File: src/rtl/rto_pkg.sv
package rto_pkg;

  localparam int unsigned DLEN_W = 2;

  typedef struct packed {
    logic [DLEN_W-1:0] dlen;
    logic              parity;
    logic              stop2;
  } rto_frame_cfg_t;

  // Bits in one character: start + data + optional parity + stop bits.
  function automatic int unsigned rto_frame_bits(rto_frame_cfg_t c, int unsigned min_data);
    int unsigned bits;
    bits = 1 + min_data + int'(c.dlen) + int'(c.parity) + (c.stop2 ? 2 : 1);
    return bits;
  endfunction

  // Window length in oversampling ticks.
  function automatic int unsigned rto_window_ticks(int unsigned frame_bits,
                                                   int unsigned osr,
                                                   int unsigned frames);
    return frame_bits * osr * frames;
  endfunction

endpackage

File: src/rtl/rto_limit_calc.sv
module rto_limit_calc
  import rto_pkg::*;
#(
  parameter int unsigned OSR      = 16,
  parameter int unsigned FRAMES   = 2,
  parameter int unsigned MIN_DATA = 5,
  parameter int unsigned CNT_W    = 9
) (
  input  rto_frame_cfg_t   cfg,
  output logic [CNT_W-1:0] limit
);
  int unsigned fbits;
  int unsigned ticks;

  always_comb begin
    fbits = rto_frame_bits(cfg, MIN_DATA);
    ticks = rto_window_ticks(fbits, OSR, FRAMES);
    limit = ticks[CNT_W-1:0];
  end
endmodule

File: src/rtl/rto_window_cnt.sv
module rto_window_cnt #(
  parameter int unsigned CNT_W = 9
) (
  input  logic             clk,
  input  logic             rst_n,
  input  logic             baud_tick,
  input  logic             char_rx,
  input  logic [CNT_W-1:0] limit,
  output logic [CNT_W-1:0] cnt,
  output logic             armed,
  output logic             expire
);
  logic [CNT_W:0] next_cnt;
  logic           reach;

  always_comb begin
    next_cnt = {1'b0, cnt} + 1'b1;
    reach    = next_cnt >= {1'b0, limit};
    expire   = armed && baud_tick && !char_rx && reach;
  end

  always_ff @(posedge clk) begin
    if (!rst_n) begin
      cnt   <= '0;
      armed <= 1'b0;
    end else if (char_rx) begin
      cnt   <= '0;
      armed <= 1'b1;
    end else if (armed && baud_tick) begin
      if (reach) begin
        cnt   <= limit;
        armed <= 1'b0;
      end else begin
        cnt   <= next_cnt[CNT_W-1:0];
      end
    end
  end
endmodule

File: src/rtl/rto_status.sv
module rto_status (
  input  logic clk,
  input  logic rst_n,
  input  logic expire,
  input  logic fifo_nonempty,
  input  logic dma_mode,
  input  logic tout_clr,
  output logic fire,
  output logic tout_status,
  output logic dma_stop
);
  always_comb fire = expire && (dma_mode || fifo_nonempty);

  always_ff @(posedge clk) begin
    if (!rst_n) begin
      tout_status <= 1'b0;
      dma_stop    <= 1'b0;
    end else begin
      dma_stop <= fire && dma_mode;
      if (fire)          tout_status <= 1'b1;
      else if (tout_clr) tout_status <= 1'b0;
    end
  end
endmodule

File: src/rtl/rx_idle_timeout.sv
module rx_idle_timeout
  import rto_pkg::*;
#(
  parameter int unsigned OSR      = 16,
  parameter int unsigned FRAMES   = 2,
  parameter int unsigned MIN_DATA = 5,
  localparam int unsigned MAX_FRAME = 1 + MIN_DATA + (1 << DLEN_W) - 1 + 1 + 2,
  localparam int unsigned CNT_W     = $clog2(MAX_FRAME * OSR * FRAMES + 1)
) (
  input  logic              clk,
  input  logic              rst_n,
  input  logic              baud_tick,
  input  logic              char_rx,
  input  logic              fifo_nonempty,
  input  logic              dma_mode,
  input  logic [DLEN_W-1:0] cfg_dlen,
  input  logic              cfg_parity,
  input  logic              cfg_stop2,
  input  logic              tout_clr,
  output logic              tout_status,
  output logic              dma_stop
);
  rto_frame_cfg_t   frame_cfg;
  logic [CNT_W-1:0] win_limit;
  logic [CNT_W-1:0] win_cnt;
  logic             win_armed;
  logic             win_expire;
  logic             fire_ev;

  always_comb frame_cfg = '{dlen: cfg_dlen, parity: cfg_parity, stop2: cfg_stop2};

  rto_limit_calc #(
    .OSR(OSR), .FRAMES(FRAMES), .MIN_DATA(MIN_DATA), .CNT_W(CNT_W)
  ) u_limit (
    .cfg   (frame_cfg),
    .limit (win_limit)
  );

  rto_window_cnt #(.CNT_W(CNT_W)) u_win (
    .clk       (clk),
    .rst_n     (rst_n),
    .baud_tick (baud_tick),
    .char_rx   (char_rx),
    .limit     (win_limit),
    .cnt       (win_cnt),
    .armed     (win_armed),
    .expire    (win_expire)
  );

  rto_status u_sts (
    .clk           (clk),
    .rst_n         (rst_n),
    .expire        (win_expire),
    .fifo_nonempty (fifo_nonempty),
    .dma_mode      (dma_mode),
    .tout_clr      (tout_clr),
    .fire          (fire_ev),
    .tout_status   (tout_status),
    .dma_stop      (dma_stop)
  );
endmodule

File: config.mk
export PLATFORM = sky130hd
export DESIGN_NAME = rx_idle_timeout
export DESIGN_NICKNAME = d
export VERILOG_FILES = /design/src/rtl/rto_pkg.sv /design/src/rtl/rto_limit_calc.sv /design/src/rtl/rto_window_cnt.sv /design/src/rtl/rto_status.sv /design/src/rtl/rx_idle_timeout.sv
export SDC_FILE = /design/constraint.sdc
export NUM_CORES = 1
export LEC_CHECK = 0
export ABC_AREA = 1
export ABC_CLOCK_PERIOD_IN_PS = 3670
export BUFFER_PORTS_ARGS = -buffer_cell sky130_fd_sc_hd__buf_2
export CORE_MARGIN = 2
export CORE_UTILIZATION = 50
export CTS_CLUSTER_SIZE = 24
export DETAILED_ROUTE_END_ITERATION = 16
export PLACE_DENSITY = 0.71
export REMOVE_ABC_BUFFERS = 1
export SLEW_MARGIN = 25
export SYNTH_ARGS = -nofsm -noshare
export SYNTH_HDL_FRONTEND = slang
export SYNTH_SLANG_ARGS = --single-unit
File: constraint.sdc
create_clock -name clk -period 3.67 [get_ports clk]
set_input_delay 0.9175 -clock clk [delete_from_list [all_inputs] [get_ports clk]]
set_output_delay 0.9175 -clock clk [all_outputs]
set_load 0.03 [all_outputs]
==> summary.md <==
| Metric | Value |
|---|---|
| CP max FO | 8 |
| Synth Cell Area | 994.7 µm² |
| Cell depth of the worst setup path | 18 |
| IO buf count | 12 |
| FMAX | approximately 0.33 GHz |
| Slew of the pin with the lowest slew margin | a little under 0.5 ns |
| Number of antenna violations at the first check in global routing | 0 |
| Syn Area/Cell | 6.721 µm² |
| Iter 0 DRT Violations | 15 |
| WL final | 2023 µm |
| Yosys warns | 0 |
| Vias | between 900 and 1,000 |
| CP required | between 3 and 4 ns |
| Area of the multi-input gates | between 600 and 700 µm² |
| R2r setup slk | between 1 and 1.5 ns |
| # rows | 16 |
| DR pass1 iterations | 4 |
| Root Buffer Master | clkbuf_4 |
| Reg2Reg Depth | 15 |
| Initial Util | 0.5176 |
| H-tree depth | 1 |
| Routed WL per cell | approximately 11 µm |
| Period utilization | 0.8247 |
| Post-Synthesis Cells | roughly 150 |
| Register area share after synthesis | 0.2415 |
| CP endpoint kind | flip-flop |
| Clock Latency Late Sink | around 0.28 ns |
| Total Routing Usage GR | 0.1952 |
| Worst min-delay path startpoint | u_sts.tout_status |
| Die Y | 48.60 µm |
| WP buf/inv | 5 |
| Main synth FF type | dfxtp_1 |
| Crit Path Class | input port to flip-flop |
| Critical path startpoint category | input port |
| Clk buf depth | 2 |
| Die area | roughly 2400 µm² |
| Nets | 184 |
| Number of nets with antenna violations after routing | 0 |
| Final hold vios | 0 |
| # hold bufs at CTS | 0 |
| GP Congestion | around 0.80 |
| Max Slew Vio Count | 0 |
| FF+latch area | 240.2 µm² |
| First-pass GRT wire length | ~3700 µm |
| Synth unique cells | 22 |
| Placed Cells | roughly 190 |
| Final core occ | 0.5768 |
| Post-route insts no fill | approximately 190 |
| Syn-to-layout area delta | 11.45% |
| Final setup viols | 0 |
| Largest area contributor in the netlist | dfxtp_1 |
| Ordered cell list for the critical path | buf_2 -> inv_1 -> fa_1 -> inv_1 -> ha_1 -> inv_1 -> ha_1 -> ha_1 -> nand2_1 -> nand2_1 -> nand2_1 -> nand3b_1 -> nor2_4 -> nand2_4 -> nand2_1 -> nand3_1 -> nand2_1 -> inv_1 |
| CP max stage cell | fa_1 |
| Core area | between 1500 and 2000 µm² |
| PostCTS Resize Cnt | 0 |
| Placed wire-length estimate | between 1500 and 2000 µm |
| Share of cells above drive strength 1 | 0.1914 |
| Setup_tns | 0 ns |
| Delay-heaviest family, CP | adder cells |
| EDFF count, synth | 0 |
| Min-delay worst type | flip-flop to flip-flop |
| Inserted Clock Buffers | 3 |
| Worst R2R Start | u_win.cnt[1] |
| Worst Setup EP | u_win.cnt[5] |
| Count leader, synth | nand2_1 |
| P per Cell Area | roughly 270 nW/µm² |
| RSZ-0062 raised after global routing | no |
| Number of global-route vias before repair | 956 |
| Clock sinks | 12 |
| FF+latch count, synth | 12 |
| Setup Skew | about 0.017 ns |
| Worst-path clk slew | about 0.060 ns |
| Pleak | a little under 0.6 nW |
| Setup bufs post-CTS | 0 |
| Max-cap violation count | 0 |
| Asr flop ratio synth | 0 |
| FILL cells | approximately 200 |
| ANT cells | 0 |
| Worst path arrival time | approximately 3.2 ns |
| Synth top cells by count | 36 x nand2_1, 28 x inv_1, 13 x nor2_1, 12 x dfxtp_1, 12 x nand3_1 |
| Worst stage delay on the critical path | about 0.4 ns |
| DR vias/cell | between 5 and 6 |
| DIE WIDTH | 48.60 µm |
| Top-area cell type share of the netlist area | 0.2415 |
| I/O pin cnt | 13 |
| Congestion Overflow GR | 0 |
| Area contributors post-synth | dfxtp_1 24%, nand2_1 14%, ha_1 11%, inv_1 11%, nand3_1 6.0% |
| Fin crit period | 3.027 ns |
| Crit path from | cfg_dlen[0] |
| RR Endpoint | u_win.cnt[5] |
| Max-slew headroom | 0.6740 |
| Outcome | completed |
| Pin count of the biggest net entering global routing | 14 |
| Critical Path Most Common Cell | nand2_1 |
| # DRC | 0 |
| Worst VDD drop | ~0.00027 V |
| TritonCTS clock tree | done |
## layout make-up
type / instances / share of cell area
well taps: 27 / 0.03047
clock buffers: 4 / 0.03273
repair buffers: 12 / 0.05418
inverters: 28 / 0.09481
flip-flops and latches: 12 / 0.2167
multi-input cells: 106 / 0.5711
## how the worst min path moves through the flow
stage	endpoint	slack, ns	cells after the start
finish	u_sts.tout_status	0.46	2
global route	u_sts.tout_status	0.52	2
CTS	u_sts.tout_status	0.47	2
detailed placement	u_sts.tout_status	0.46	2
global placement	u_sts.tout_status	0.46	2
floorplan	u_win.cnt[0]	0.49	2
## per-layer routing
metal  vias to the layer above  GRT usage  share of wire
met2                        12     0.3402           0.52
li1                        490          -              -
met4                         0    0.04762         0.0025
met5                         -          0              0
met3                         2    0.06173          0.036
met1                       449     0.2317           0.44
## sequential cells by signal, summed over array words and instances, names as in the netlist
name	flops
u_sts.dma_stop	1
u_sts.tout_status	1
u_win.armed	1
u_win.cnt	9
## placed cells by master, fill, tap and decap left out
cell	netlist	final
a21oi_1	6	6
nor2_1	13	13
o21ai_0	6	6
nor2_2	4	4
or2_2	1	1
xor2_1	1	1
xnor2_1	1	1
buf_2	1	12
nor2_4	3	3
a21oi_2	1	1
dfxtp_1	12	12
inv_1	28	28
ha_1	9	9
fa_1	1	1
clkbuf_8	0	1
nand3_1	12	12
mux2i_1	1	1
nand2_4	5	5
clkbuf_4	0	3
nand2_1	36	36
nand4_1	4	4
nand2_2	1	1
nand3b_1	1	1
## report_power, final
| part | switching, mW | internal, mW | leakage (nW) |
|---|---|---|---|
| logic | 0.0359 | 0.0221 | 0.465 |
| registers | 0.00384 | 0.134 | 0.0974 |
| clock network | 0.0438 | 0.0603 | 0.0210 |
## stage by stage
step / setup WS, ns / hold WS [ns] / instance area (µm²) / total power [mW]
2_1_floorplan: 0.6698 / 0.4945 / 978.4 / 0.1806
3_3_place_gp: 0.4900 / 0.4600 / 1072 / 0.1948
3_5_place_dp: 0.3804 / 0.4563 / 1072 / 0.1978
4_1_cts: 0.6560 / 0.4655 / 1109 / 0.3021
5_1_grt: 0.4768 / 0.5221 / 1109 / 0.3179
6_report: 0.6433 / 0.4609 / 1109 / 0.2996
## tightest hold or removal path, stage by stage, from the launching register on
cell     delay, ns
dfxtp_1       0.31
nand2_1       0.06
a21oi_1       0.05
## cell families after synthesis
logic type      count (synthesis)  synth area share
fa+ha+maj                      10            0.1333
mux                             1           0.01006
flops                          12            0.2415
compound gates                 13           0.06919
xor+xnor                        2           0.01761
simple gates                   80            0.4063
buf+inv                        30            0.1220
No activity file was read; power rests on OpenSTA's default activity.
